<file path="src/rtl/cmdp_pkg.sv">
// Shared constants and state type for the command ring packet processor.
// Assumes opcode codes follow the usual type-3 command encoding.
package cmdp_pkg;
    localparam logic [7:0] OP_SET_REGS = 8'h76;
    localparam logic [7:0] OP_ACQUIRE  = 8'h58;
    localparam logic [7:0] OP_RELEASE  = 8'h49;
    localparam logic [7:0] OP_WAIT     = 8'h3C;
    localparam logic [7:0] OP_DISPATCH = 8'h15;
    localparam logic [7:0] OP_EVENT    = 8'h46;

    localparam logic [2:0] FN_EQ  = 3'd3;
    localparam logic [2:0] FN_GEQ = 3'd5;
    localparam logic [7:0] EVT_FLUSH_TS = 8'h14;
    localparam int         WAIT_PKT_DW  = 7;
    localparam int         BUF_WORDS    = 6;

    typedef enum logic [3:0] {
        ST_IDLE, ST_RUN, ST_FREQ, ST_FRSP, ST_EXEC,
        ST_PREQ, ST_PRSP, ST_STORE, ST_DISP, ST_HALT
    } cmdp_state_e;
endpackage

</file>
<file path="src/rtl/cmdp_hdr_decode.sv">
// Header decoder: checks packet type, opcode and the payload count.
// Assumes the caller passes header bits 31:8; bits 7:0 carry nothing used.
module cmdp_hdr_decode
    import cmdp_pkg::*;
(
    input  logic [31:8] hdr,
    output logic [7:0]  opcode,
    output logic [13:0] count,
    output logic        legal
);
    assign opcode = hdr[15:8];
    assign count  = hdr[29:16];

    // Accept only type 3 with a known opcode and a matching fixed count.
    always_comb begin
        legal = 1'b0;
        if (hdr[31:30] == 2'd3) begin
            case (opcode)
                OP_SET_REGS: legal = 1'b1;
                OP_ACQUIRE:  legal = (count == 14'd6);
                OP_RELEASE:  legal = (count == 14'd6);
                OP_WAIT:     legal = (count == 14'd5);
                OP_DISPATCH: legal = (count == 14'd3);
                OP_EVENT:    legal = (count == 14'd0);
                default:     legal = 1'b0;
            endcase
        end
    end
endmodule

</file>
<file path="src/rtl/cmdp_wait_cmp.sv">
// Wait-condition comparator: equal or greater-or-equal on 32-bit operands.
// Assumes unsigned comparison; other function codes are flagged unsupported.
module cmdp_wait_cmp
    import cmdp_pkg::*;
(
    input  logic [2:0]  func,
    input  logic [31:0] lhs,
    input  logic [31:0] rhs,
    output logic        func_ok,
    output logic        pass
);
    // Evaluate the selected comparison.
    always_comb begin
        func_ok = 1'b1;
        pass    = 1'b0;
        case (func)
            FN_EQ:   pass = (lhs == rhs);
            FN_GEQ:  pass = (lhs >= rhs);
            default: func_ok = 1'b0;
        endcase
    end
endmodule

</file>
<file path="src/rtl/cmdp_regfile.sv">
// Shader configuration register file: one write port, two fixed 64-bit pair reads.
// Assumes indices wrap modulo NREGS; all registers clear on reset.
module cmdp_regfile #(
    parameter int IDX_W    = 6,
    parameter int PROG_IDX = 12,
    parameter int ARGS_IDX = 32
) (
    input  logic             clk,
    input  logic             rst_n,
    input  logic             we,
    input  logic [IDX_W-1:0] widx,
    input  logic [31:0]      wdata,
    output logic [63:0]      prog_pair,
    output logic [63:0]      args_pair
);
    localparam int NREGS   = 1 << IDX_W;
    localparam int PROG_LO = PROG_IDX % NREGS;
    localparam int PROG_HI = (PROG_IDX + 1) % NREGS;
    localparam int ARGS_LO = ARGS_IDX % NREGS;
    localparam int ARGS_HI = (ARGS_IDX + 1) % NREGS;

    for (genvar g = 0; g < NREGS; g++) begin : g_reg
        logic [31:0] q;
        // Capture write data when this register is addressed.
        always_ff @(posedge clk) begin
            if (!rst_n)                                q <= '0;
            else if (we && widx == IDX_W'(g))          q <= wdata;
        end
    end

    assign prog_pair = {g_reg[PROG_HI].q, g_reg[PROG_LO].q};
    assign args_pair = {g_reg[ARGS_HI].q, g_reg[ARGS_LO].q};
endmodule

</file>
<file path="src/rtl/cmdp_tstamp.sv">
// Free-running cycle counter used as the release timestamp source.
// Assumes wrap-around at 2^32 is acceptable.
module cmdp_tstamp (
    input  logic        clk,
    input  logic        rst_n,
    output logic [31:0] count
);
    // Count every cycle since reset.
    always_ff @(posedge clk) begin
        if (!rst_n) count <= '0;
        else        count <= count + 32'd1;
    end
endmodule

</file>
<file path="src/rtl/cmd_ring_proc.sv">
// Command ring packet processor: fetches dwords from a ring at rptr while
// rptr < wptr, decodes type-3 packets and executes register writes, waits,
// release writes and dispatches. Assumes complete packets in the ring and a
// memory that answers each accepted read with exactly one response.
module cmd_ring_proc
    import cmdp_pkg::*;
#(
    parameter int ADDR_W    = 64,
    parameter int PTR_W     = 32,
    parameter int RING_LOG2 = 4,
    parameter int IDX_W     = 6,
    parameter int PROG_IDX  = 12,
    parameter int ARGS_IDX  = 32
) (
    input  logic              clk,
    input  logic              rst_n,
    input  logic              kick,
    input  logic [ADDR_W-1:0] ring_base,
    input  logic [PTR_W-1:0]  wptr,
    output logic [PTR_W-1:0]  rptr,
    output logic              busy,
    output logic              err,
    output logic              mem_req_valid,
    input  logic              mem_req_ready,
    output logic              mem_req_we,
    output logic              mem_req_wide,
    output logic [ADDR_W-1:0] mem_req_addr,
    output logic [63:0]       mem_req_wdata,
    input  logic              mem_rsp_valid,
    input  logic [31:0]       mem_rsp_data,
    output logic              disp_valid,
    input  logic              disp_ready,
    output logic [31:0]       disp_grid_x,
    output logic [31:0]       disp_grid_y,
    output logic [31:0]       disp_grid_z,
    output logic [ADDR_W-1:0] disp_prog_addr,
    output logic [ADDR_W-1:0] disp_args_addr
);
    localparam int CNT_W = 15;

    cmdp_state_e       state_q;
    logic [PTR_W-1:0]  rptr_q;
    logic              in_body_q;
    logic [7:0]        op_q;
    logic [CNT_W-1:0]  left_q;
    logic [CNT_W-1:0]  idx_q;
    logic [31:0]       buf_q [BUF_WORDS];
    logic [IDX_W-1:0]  rptr_reg_q;
    logic              err_q;
    logic [ADDR_W-1:0] wr_addr_q;
    logic [63:0]       wr_data_q;
    logic              wr_wide_q;

    logic [7:0]  hd_op;
    logic [13:0] hd_cnt;
    logic        hd_legal;
    logic        cmp_ok, cmp_pass;
    logic [31:0] cmp_lhs;
    logic        rf_we;
    logic [63:0] prog_pair, args_pair;
    logic [31:0] ts_now;
    logic [2:0]  rel_sel;
    logic        fetch_done;

    cmdp_hdr_decode u_dec (
        .hdr(mem_rsp_data[31:8]), .opcode(hd_op), .count(hd_cnt), .legal(hd_legal)
    );

    assign cmp_lhs = (state_q == ST_PRSP) ? mem_rsp_data : buf_q[3];
    cmdp_wait_cmp u_cmp (
        .func(buf_q[0][2:0]), .lhs(cmp_lhs), .rhs(buf_q[3]),
        .func_ok(cmp_ok), .pass(cmp_pass)
    );

    assign rf_we = (state_q == ST_FRSP) && mem_rsp_valid && in_body_q &&
                   (op_q == OP_SET_REGS) && (idx_q != '0);
    cmdp_regfile #(.IDX_W(IDX_W), .PROG_IDX(PROG_IDX), .ARGS_IDX(ARGS_IDX)) u_rf (
        .clk(clk), .rst_n(rst_n), .we(rf_we), .widx(rptr_reg_q), .wdata(mem_rsp_data),
        .prog_pair(prog_pair), .args_pair(args_pair)
    );

    cmdp_tstamp u_ts (.clk(clk), .rst_n(rst_n), .count(ts_now));

    assign rel_sel    = buf_q[1][31:29];
    assign fetch_done = (left_q == CNT_W'(1));

    // Main sequencer: fetch, decode, execute, rewind or halt.
    always_ff @(posedge clk) begin
        if (!rst_n) begin
            state_q    <= ST_IDLE;
            rptr_q     <= '0;
            in_body_q  <= 1'b0;
            op_q       <= '0;
            left_q     <= '0;
            idx_q      <= '0;
            rptr_reg_q <= '0;
            err_q      <= 1'b0;
            wr_addr_q  <= '0;
            wr_data_q  <= '0;
            wr_wide_q  <= 1'b0;
            for (int i = 0; i < BUF_WORDS; i++) buf_q[i] <= '0;
        end else begin
            case (state_q)
                ST_IDLE: if (kick) state_q <= ST_RUN;
                ST_RUN:  state_q <= (rptr_q < wptr) ? ST_FREQ : ST_IDLE;
                ST_FREQ: if (mem_req_ready) state_q <= ST_FRSP;
                ST_FRSP: if (mem_rsp_valid) begin
                    rptr_q <= rptr_q + PTR_W'(1);
                    if (!in_body_q) begin
                        if (!hd_legal) begin
                            err_q   <= 1'b1;
                            state_q <= ST_HALT;
                        end else begin
                            op_q      <= hd_op;
                            left_q    <= CNT_W'(hd_cnt) + CNT_W'(1);
                            idx_q     <= '0;
                            in_body_q <= 1'b1;
                            state_q   <= ST_FREQ;
                        end
                    end else begin
                        if (idx_q < CNT_W'(BUF_WORDS)) buf_q[idx_q[2:0]] <= mem_rsp_data;
                        if (op_q == OP_SET_REGS) begin
                            if (idx_q == '0) rptr_reg_q <= mem_rsp_data[IDX_W-1:0];
                            else             rptr_reg_q <= rptr_reg_q + IDX_W'(1);
                        end
                        idx_q  <= idx_q + CNT_W'(1);
                        left_q <= left_q - CNT_W'(1);
                        if (fetch_done) begin
                            in_body_q <= 1'b0;
                            state_q   <= ST_EXEC;
                        end else begin
                            state_q   <= ST_FREQ;
                        end
                    end
                end
                ST_EXEC: begin
                    case (op_q)
                        OP_WAIT: begin
                            if (!cmp_ok) begin
                                err_q   <= 1'b1;
                                state_q <= ST_HALT;
                            end else if (buf_q[0][4]) begin
                                state_q <= ST_PREQ;
                            end else if (cmp_pass) begin
                                state_q <= ST_RUN;
                            end else begin
                                rptr_q  <= rptr_q - PTR_W'(WAIT_PKT_DW);
                                state_q <= ST_IDLE;
                            end
                        end
                        OP_RELEASE: begin
                            wr_addr_q <= ADDR_W'({buf_q[3], buf_q[2]});
                            if (rel_sel == 3'd1 || rel_sel == 3'd2) begin
                                wr_data_q <= {buf_q[5], buf_q[4]};
                                wr_wide_q <= 1'b1;
                                state_q   <= ST_STORE;
                            end else if (rel_sel == 3'd3 && buf_q[0][7:0] == EVT_FLUSH_TS) begin
                                wr_data_q <= {32'd0, ts_now};
                                wr_wide_q <= 1'b0;
                                state_q   <= ST_STORE;
                            end else begin
                                err_q   <= 1'b1;
                                state_q <= ST_HALT;
                            end
                        end
                        OP_DISPATCH: state_q <= ST_DISP;
                        default:     state_q <= ST_RUN;
                    endcase
                end
                ST_PREQ: if (mem_req_ready) state_q <= ST_PRSP;
                ST_PRSP: if (mem_rsp_valid) begin
                    if (cmp_pass) begin
                        state_q <= ST_RUN;
                    end else begin
                        rptr_q  <= rptr_q - PTR_W'(WAIT_PKT_DW);
                        state_q <= ST_IDLE;
                    end
                end
                ST_STORE: if (mem_req_ready) state_q <= ST_RUN;
                ST_DISP:  if (disp_ready)    state_q <= ST_RUN;
                default:  state_q <= ST_HALT;
            endcase
        end
    end

    // Memory request multiplexer across ring fetch, poll read and store.
    always_comb begin
        mem_req_valid = 1'b0;
        mem_req_we    = 1'b0;
        mem_req_wide  = 1'b0;
        mem_req_addr  = '0;
        mem_req_wdata = '0;
        case (state_q)
            ST_FREQ: begin
                mem_req_valid = 1'b1;
                mem_req_addr  = ring_base + ADDR_W'({rptr_q[RING_LOG2-1:0], 2'b00});
            end
            ST_PREQ: begin
                mem_req_valid = 1'b1;
                mem_req_addr  = ADDR_W'({buf_q[2], buf_q[1]});
            end
            ST_STORE: begin
                mem_req_valid = 1'b1;
                mem_req_we    = 1'b1;
                mem_req_wide  = wr_wide_q;
                mem_req_addr  = wr_addr_q;
                mem_req_wdata = wr_data_q;
            end
            default: ;
        endcase
    end

    assign rptr           = rptr_q;
    assign err            = err_q;
    assign busy           = (state_q != ST_IDLE) && (state_q != ST_HALT);
    assign disp_valid     = (state_q == ST_DISP);
    assign disp_grid_x    = buf_q[0];
    assign disp_grid_y    = buf_q[1];
    assign disp_grid_z    = buf_q[2];
    assign disp_prog_addr = ADDR_W'(prog_pair << 8);
    assign disp_args_addr = ADDR_W'(args_pair);

    // request fields hold until accepted.
    p_req_hold_r12: assert property (@(posedge clk) disable iff (!rst_n)
        mem_req_valid && !mem_req_ready |=> mem_req_valid && $stable(mem_req_addr) &&
        $stable(mem_req_we) && $stable(mem_req_wdata));

    // after an accepted read, no new request before the response.
    p_one_outstanding_r12: assert property (@(posedge clk) disable iff (!rst_n)
        mem_req_valid && mem_req_ready && !mem_req_we |=> !mem_req_valid || $past(mem_rsp_valid));

    // dispatch fields hold until accepted.
    p_disp_hold_r5: assert property (@(posedge clk) disable iff (!rst_n)
        disp_valid && !disp_ready |=> disp_valid && $stable(disp_prog_addr) &&
        $stable(disp_args_addr) && $stable(disp_grid_x));

    // rptr moves only forward by one or back by a wait packet.
    p_rptr_step_r2: assert property (@(posedge clk) disable iff (!rst_n)
        !$stable(rptr) |-> (rptr == $past(rptr) + PTR_W'(1)) ||
                           (rptr == $past(rptr) - PTR_W'(WAIT_PKT_DW)));

    // error is sticky and silences the block.
    p_err_sticky_r11: assert property (@(posedge clk) disable iff (!rst_n)
        err |=> err && !mem_req_valid && !disp_valid && !busy);
endmodule

</file>
<file path="config.mk">
export PLATFORM = sky130hd
export DESIGN_NAME = cmd_ring_proc
export DESIGN_NICKNAME = d
export VERILOG_FILES = /design/src/rtl/cmdp_pkg.sv /design/src/rtl/cmdp_hdr_decode.sv /design/src/rtl/cmdp_wait_cmp.sv /design/src/rtl/cmdp_regfile.sv /design/src/rtl/cmdp_tstamp.sv /design/src/rtl/cmd_ring_proc.sv
export SDC_FILE = /design/constraint.sdc
export NUM_CORES = 1
export LEC_CHECK = 0
export BUFFER_PORTS_ARGS = -buffer_cell sky130_fd_sc_hd__buf_2
export CORE_MARGIN = 2
export CORE_UTILIZATION = 49
export DETAILED_ROUTE_END_ITERATION = 10
export HOLD_SLACK_MARGIN = 0.1
export PLACE_DENSITY = 0.72
export REMOVE_ABC_BUFFERS = 1
export SETUP_SLACK_MARGIN = 0.4
export SLEW_MARGIN = 20
export SYNTH_ARGS = -nofsm -noshare
export SYNTH_HDL_FRONTEND = slang
export SYNTH_SLANG_ARGS = --single-unit
</file>
<file path="constraint.sdc">
create_clock -name clk -period 4.5 [get_ports clk]
set_input_delay 0.45 -clock clk [delete_from_list [all_inputs] [get_ports clk]]
set_output_delay 0.45 -clock clk [all_outputs]
set_load 0.02 [all_outputs]
</file>
# Word-level counts from Yosys, hierarchy flattened
# Memory sizes are Yosys's and may differ from the RTL's.
# Index checks and enable logic that the tools add are counted.
# totals
ff_bits	363
ramBits	192
in_bits	134
output_inout_bits	390
memories	1
# classes
addsub	8
order_cmp	3
n_eq_ne	51
n_mux	65
bitwise	1
reduce_logical	33
# mem_list
memory	depth	width	rd	rd_clocked_by_memory_dff	write_ports	line_no	source
buf_q	6	32	6	0	6	cmd_ring_proc.sv:47	logic [31:0] buf_q [BUF_WORDS];
# op_table
op	count
32-bit 2-to-1 mux	8
64-bit 2-to-1 mux	3
64-bit one-hot mux with 3 select lines	1
32-bit one-hot mux with 3 select lines	1
32-bit by 1-bit adder with 32-bit output, second input constant	2
64-bit by 6-bit adder with 64-bit output	1
15-bit 2-to-1 mux	4
8-bit by 7-bit == test with 1-bit output, second input constant	6
4-bit 2-to-1 mux	12
4-bit one-hot mux with 9 select lines	1
32-bit == test	1
32-bit greater-or-equal comparator	1
32-bit less-than comparator	1
32-bit OR reduction	1
32-bit by 3-bit subtractor with 32-bit output, second input constant	1
14-bit by 3-bit == test with 1-bit output, second input constant	2
1-bit 2-to-1 mux	25
8-bit by 5-bit == test with 1-bit output, second input constant	3
2-bit inequality test, second input constant	10
4-bit by 3-bit == test with 1-bit output, second input constant	4
8-bit by 6-bit == test with 1-bit output, second input constant	2
14-bit by 1-bit adder with 15-bit output, second input constant	1
15-bit by 1-bit adder with 15-bit output, second input constant	1
15-bit by 1-bit == test with 1-bit output, second input constant	1
41 further kinds	68

# Logic depth before layout (Yosys ltp)
# Gate-level depths: netlist of the first run.
# depth
depth_word	9
mapped_depth	16

# Hierarchy
# Synthesis of the first run repeated with hierarchy kept, for this count alone.
# hier_totals
hier_cells	3129
area_unflattened_um2	28378.5
# modules_own_cells
mod	instances	cells_per_inst	area_per_inst_um2
cmd_ring_proc	1	2334	20977.6
cmdp_regfile	1	454	4694.5
cmdp_tstamp	1	172	1461.4
cmdp_wait_cmp	1	117	842.1
cmdp_hdr_decode	1	52	402.9

# Worst setup path after synthesis of the first run
# No wires, ideal clock.
# synth_path
kind	register to register
from	reg state_q[2]
to	mem buf_q[4][0], enable pin
arrival_time_ps	3704
t_required_ps	4034
setup_slack_ps	331
stages_incl_launch_ff	8
path_buffers	1
path_cell_list	dfxtp_1 and4bb_2 and2_1 buf_6 nand2_4 a211oi_1 inv_1 o21ai_0
# synth_lines
item	line_no	source
from (decl)	cmd_ring_proc.sv:41	cmdp_state_e state_q;
from (signal assigned)	cmd_ring_proc.sv:105	ST_RUN: state_q <= (rptr_q < wptr) ? ST_FREQ : ST_IDLE;
to (decl)	cmd_ring_proc.sv:47	

# Worst setup path in the final report of the first run
# layout_path
from	reg rptr_q[1] (netlist: rptr[1])
to	out mem_req_addr[35]
# layout_via
elab_chain_len	2
# layout_rtl
item	line_no	source
from (decl)	cmd_ring_proc.sv:42	logic [PTR_W-1:0] rptr_q;
from (signal assigned)	cmd_ring_proc.sv:108	rptr_q <= rptr_q + PTR_W'(1);
from (signal assigned)	cmd_ring_proc.sv:147	rptr_q <= rptr_q - PTR_W'(WAIT_PKT_DW);
from (signal assigned)	cmd_ring_proc.sv:175	rptr_q <= rptr_q - PTR_W'(WAIT_PKT_DW);
64-bit by 6-bit adder with 64-bit output	cmd_ring_proc.sv:196	mem_req_addr = ring_base + ADDR_W'({rptr_q[RING_LOG2-1:0], 2'b00});
64-bit one-hot mux with 3 select lines	cmd_ring_proc.sv:193	case (state_q)
to (decl)	cmd_ring_proc.sv:27	output logic [ADDR_W-1:0] mem_req_addr,
# Every way passes these cells.

==> results of run 1 <==
## cell type report
type                    instances  area, um2  share of cell area
repair buffers                587       3170              0.0955
multi-input cells            2346      13500               0.406
flip-flops and latches        555      13000               0.393
clock buffers                  80       1680              0.0506
diodes                          2       5.00            0.000151
clock inverters                32        363              0.0109
inverters                     136        522              0.0157
well taps                     756        946              0.0285
## path summary, 6_finish.rpt
kind	slack, ns	depth (start not counted)	end	from
min reg2reg	0.45	2	u_rf.g_reg[33].q[11]	u_rf.g_reg[33].q[11]
min	0.16	3	u_rf.g_reg[12].q[5]	mem_rsp_data[5]
max	0.59	10	mem_req_addr[35]	rptr[1]
max reg2reg	0.64	14	rptr[30]	state_q[0]
## report_power, final
part	total, mW	internal (mW)	switching, mW
Combinational	2.06	0.660	1.40
Sequential	5.36	5.28	0.0790
Clock	5.12	2.98	2.14
Total	12.5	8.92	3.61
## cells by family after synthesis
kind of cell,count (synthesis)
muxes,52
DFF,555
AOI/OAI and AO/OA,722
buffers and inverters,357
and+or+nand+nor,1337
other,1
xor gates and xnor gates,120
adders and majority gates,107
## state kept, by name (all words and copies together) (netlist names), 4 cells and up
signal,cells
buf_q,192
idx_q,15
left_q,15
op_q,8
rptr,32
rptr_reg_q,6
state_q,4
u_rf.g.q,120
u_ts.count,32
wr_addr_q,64
wr_data_q,64
## worst max-delay path: cells and delay by family, from the launching register on
family                   cells  cell delay (ns)
AO/OA/AOI/OAI                4             0.88
adder cells (fa/ha/maj)      1             0.32
flip-flops                   1             0.40
AND/OR/NAND/NOR              3             0.83
XOR/XNOR                     1             0.15
buffers and inverters        1             0.24
## synth_stat cells, types with 10 or more instances
master,count
clkbuf_1,184
ha_1,106
nand4_1,38
nor4_1,19
nor2_1,364
inv_1,135
nor2b_1,11
xor2_1,62
and3_1,30
o211ai_1,13
dfxtp_1,363
a311oi_1,18
edfxtp_1,192
and2_1,79
a21o_1,27
o21ai_0,172
xnor2_1,58
nand2b_1,16
nand2_2,10
or3_1,15
nand2_1,581
nor3_1,38
mux2i_1,51
a211oi_1,37
a31oi_1,22
a21oi_1,276
and4_1,15
nand3_1,65
buf_2,11
a22oi_1,93
## what timing repair did
action,in CTS,in global routing
setup endpoints to repair,12,34
resized for setup,5,6
hold buffers,0,0
gates cloned,0,0
## through the flow
stage / hold WS, ns / power (mW) / TNS [ns]
6_report: 0.163 / 12.5 / 0
5_1_grt: 0.159 / 12.9 / 0
4_1_cts: 0.129 / 12.5 / 0
3_5_place_dp: 0.440 / 7.49 / 0
3_3_place_gp: 0.434 / 7.48 / 0
2_1_floorplan: 0.431 / 6.63 / -424.75
## layer usage
layer  up-vias  global-route usage
met1     12200               0.446
met5         -                   0
met4         2               0.130
met2      1289               0.502
met3       207              0.0580
li1      12100                   -
==> impl_metrics.toml, run 1 <==
[run_status]
outcome = "completed"

[power_and_ir_drop]
vdd_drop_max_mv = 0.305
power_density_nw_per_um2 = 378
power.leakage_nw = 13.5

[floorplanning]
io_pins = 524
die-area_um2 = 58700
die_h_um = 242
core-area_um2 = 56300
die-width_um = 242
initial_core_util = 0.494
rows = 87

[finish]
num-fill-cells = 5122
final_cell_mix = "nand2_1 (579), buf_2 (515), dfxtp_1 (362)"
area_growth_pct = 19.3
utilization = 0.590
instances_no_fill = 4494
mostFrequentLayoutCell = "nand2_1"
layout.nets = 3926
final_area_um2 = 33200
layout-drive-gt1-share = 0.199

[setup_path]
path_class = "flop to primary output"
cp.arrival_ns = 3.46
start_kind = "flop"
worstPathRequired_ns = 4.05
cp_max_fo = 8
crit_path_end_kind = "primary output"
crit_chain = "ha_1 -> a21o_1 -> a21oi_1 -> o21bai_2 -> and4_1 -> and2_1 -> nand2_1 -> xor2_1 -> o21ai_0 -> buf_2"
cp_slowest_cell = "dfxtp_1"
slowest_delay_ns = 0.40

[grt]
grt_usage = 0.323
grt_max_degree = 118
grt_pass1_vias = 23800
grt_first_pass_wirelength_um = 146000
antenna_found_initial = 6
overflow = 0

[sta]
final-setup-viol-count = 0
finalCriticalPeriod_ns = 3.91
fmax_ghz = 0.256
skew_ns = 0.0169
drv_slew = 0
worst_slew_pin_slew_ns = 1.07
maxSlewHeadroom = 0.283
finalCritPeriodShare = 0.869
setup_ws_ns = 0.591
hold_violations = 0
rsz0062_at_grt = "yes"

[clocking]
cts_root_buffer = "clkbuf_16"
clkTransAtPathRegs_ns = 0.07
tritoncts = "built"
post-cts-setup-buffer-count = 0
numCtsBuffers = 59
cts-htree-levels = 2
clk_latency_ns = 0.63
clockBufferDepth = 3
cts.sinks = 555

[drt]
drc = 0
met2_length_um = 44000
firstDrtPassIters = 6
met3WireLength_um = 9010
initialDrtViolationCount = 2483
avgViaCountPerCell = 5.75
topRoutingLayerUsed = "met5"
m1WireLength_um = 41500
postRouteAntennaNets = 0
routed_wl_um = 98500
avgRoutedWirePerCell_um = 21.9
vias = 25800

[placed_design]
gp_congestion = 1.03
place_area_um2 = 31100
hpwlAfterDp_um = 70200
dp_cells = 4380
preCtsSetupSlack_ns = 0.532
portBuffers = 515

[job]
maxCapViolCount = 0

[synthesis]
synth.avg_cell_area_um2 = 8.56
yosysTopAreaCell = "dfxtp_1"
synth-seq-area-share = 0.469
yosys_warnings = 0
synth_area_leaders = "dfxtp_1 (26%), edfxtp_1 (21%), nand2_1 (7.8%)"
netlist_area_um2 = 27800
synth-edff-count = 192
synthAdderAreaFrac = 0.0484
synth_compound_area_frac = 0.156
synthFlopType = "dfxtp_1"
ys_ff_latch = 555
yosysUniqueCellTypes = 78
synth.area.mux_share = 0.0188
synth-simple-area-share = 0.218
synth_xor_area_frac = 0.0378
yosysTopAreaCellShare = 0.261
synth_top_family_by_area = "simple AND/OR/NAND/NOR gates"
syn_inst = 3251
async_reset_ff_frac = 0

[worst_hold_path]
min_path_type = "primary input to flop"
No activity file was read; power rests on OpenSTA's default activity.
==> run 2: changes to the inputs <==
--- a/config.mk
+++ b/config.mk
@@ -16,4 +16,5 @@
 export SLEW_MARGIN = 20
 export SYNTH_ARGS = -nofsm -noshare
 export SYNTH_HDL_FRONTEND = slang
+export SYNTH_HIERARCHICAL = 1
 export SYNTH_SLANG_ARGS = --single-unit
==> impl_metrics.toml, run 2 <==
[run_status]
outcome = "complete, but fails checks"
failed_checks = "setup timing"

[synthesis]
netlist_area_um2 = 28100
synth.avg_cell_area_um2 = 9.05
syn_inst = 3105
yosys_warnings = 6

[placed_design]
hpwlAfterDp_um = 72500
portBuffers = 515
gp_congestion = 0.976
place_area_um2 = 31600
preCtsSetupSlack_ns = -0.131

[power_and_ir_drop]
power_density_nw_per_um2 = 378
power.leakage_nw = 15.0
vdd_drop_max_mv = 0.264

[finish]
layout.nets = 3849
final_cell_mix = "buf_2 (513), nand2_1 (463), dfxtp_1 (357)"
num-fill-cells = 4917
largest_reg_flops = 192
regMostFlops = "buf_q"
seqCellArea_um2 = 13000
layout-drive-gt1-share = 0.240
multi_input_area_um2 = 14200
mostFrequentLayoutCell = "buf_2"
area_growth_pct = 23.6
largestRegisters = "buf_q x192, u_rf/g.q x120"
final_area_um2 = 34700

[setup_path]
worstPathRequired_ns = 5.05
start_kind = "flop"
startpoint = "state_q[3]"
crit_path_end_kind = "flop"
cp.arrival_ns = 5.10
crit_top_cell = "o21ai_1"
cp_max_fo = 8
critical-path-top-delay-family = "simple AND/OR/NAND/NOR gates"
worstReg2RegStart = "state_q[3]"
path_class = "flop to flop"
crit_chain = "nand2b_4 -> nor2_4 -> buf_12 -> mux2_4 -> ha_4 -> a21oi_2 -> o21ai_1 -> a221o_1 -> o21ai_1 -> buf_4 -> o211ai_1 -> o21ai_1 -> nand3_1 -> nor2_2 -> nand4_1 -> nor2_2 -> nor4b_4 -> and4b_2 -> buf_12 -> buf_16 -> mux2i_1"
crit_buf_inv = 4
cp_slowest_cell = "a221o_1"
slowest_delay_ns = 0.37

[grt]
grt_first_pass_wirelength_um = 148000
grt_max_degree = 91
antenna_found_initial = 11
overflow = 0
grt_pass1_vias = 23400
grt_usage = 0.326

[drt]
firstDrtPassIters = 6
vias = 25700
initialDrtViolationCount = 2542
avgViaCountPerCell = 5.81
postRouteAntennaNets = 0
avgRoutedWirePerCell_um = 23.0
drc = 0
routed_wl_um = 102000

[clocking]
cts.sinks = 555
tritoncts = "built"
cts_root_buffer = "clkbuf_16"
cts-hold-fix-buffers = 0
numCtsBuffers = 57
clk_latency_ns = 0.65
cts-htree-levels = 2
clockBufferDepth = 3
clkTransAtPathRegs_ns = 0.06

[sta]
rsz0062_at_grt = "yes"
finalCriticalPeriod_ns = 4.54
skew_ns = 0.0242
final-setup-viol-count = 26
timing.hold.ws_ns = 0.175
setup_ws_ns = -0.0425
hold_violations = 0
finalCritPeriodShare = 1.01
maxSlewHeadroom = 0.138
drv_slew = 0
worst_slew_pin_slew_ns = 1.29
fmax_ghz = 0.220

[job]
maxCapViolCount = 0

[floorplanning]
die_h_um = 244
core-area_um2 = 56600
io_pins = 524
rows = 87
die-width_um = 244
initial_core_util = 0.497
die-area_um2 = 59300

[worst_hold_path]
min_path_type = "primary input to flop"
min-delay-start = "mem_rsp_data[30]"
## run 2: final cells by class
type                    instances  share of cell area
diodes                          7            0.000504
well taps                     756              0.0272
flip-flops and latches        555               0.376
repair buffers                641               0.114
clock inverters                36              0.0135
multi-input cells            2224               0.408
clock buffers                  72              0.0459
inverters                     132              0.0144
## run 2: worst reg2reg max path: stages (launching register included)
cell and delay [ns]:
dfxtp_2 0.32, nand2b_4 0.15, nor2_4 0.18, buf_12 0.17
mux2_4 0.33, ha_4 0.25, a21oi_2 0.15, o21ai_1 0.09
a221o_1 0.37, o21ai_1 0.15, buf_4 0.13, o211ai_1 0.15
o21ai_1 0.22, nand3_1 0.14, nor2_2 0.16, nand4_1 0.23
nor2_2 0.19, nor4b_4 0.24, and4b_2 0.34, buf_12 0.15
buf_16 0.13, mux2i_1 0.23
## run 2: repair_timing
action / 4_1_cts / 5_1_grt
endpoints found under the hold margin: 0 / 0
pin swaps: 26 / 15
cloned: 8 / 5
setup buffers: 10 / 2
resized for setup: 62 / 46
setup endpoints to repair: 143 / 152
## run 2: final timing paths
path                          end  slack (ns)  cells past startpoint
min          u_rf/g_reg[33].q[30]        0.18                      3
max          u_rf/g_reg[12].q[19]       -0.04                     21
min reg2reg  u_rf/g_reg[33].q[22]        0.46                      2
max reg2reg  u_rf/g_reg[12].q[19]       -0.04                     21
## run 2: power by group
group / switching, mW / internal, mW
clock: 2.15 / 3.00
sequential: 0.154 / 5.32
combinational: 1.62 / 0.876
## run 2: through the flow
step | cells | total power [mW] | TNS [ns] | util
floorplan | 2911 | 6.92 | -413.48 | -
global placement | 4283 | 7.93 | 0 | 0.559
detailed placement | 4283 | 7.94 | -2.71 | 0.559
CTS | 4409 | 13.1 | 0 | 0.607
global route | 4419 | 13.6 | -9.06 | 0.613
finish | 4423 | 13.1 | -0.287 | 0.614
## run 2: routing by layer
metal	global-route usage	vias up	wire (um)
met5	0	-	56
met4	0.113	10	3930
met2	0.501	1291	45300
met3	0.0642	188	9830
li1	-	11800	-
met1	0.458	12400	42500
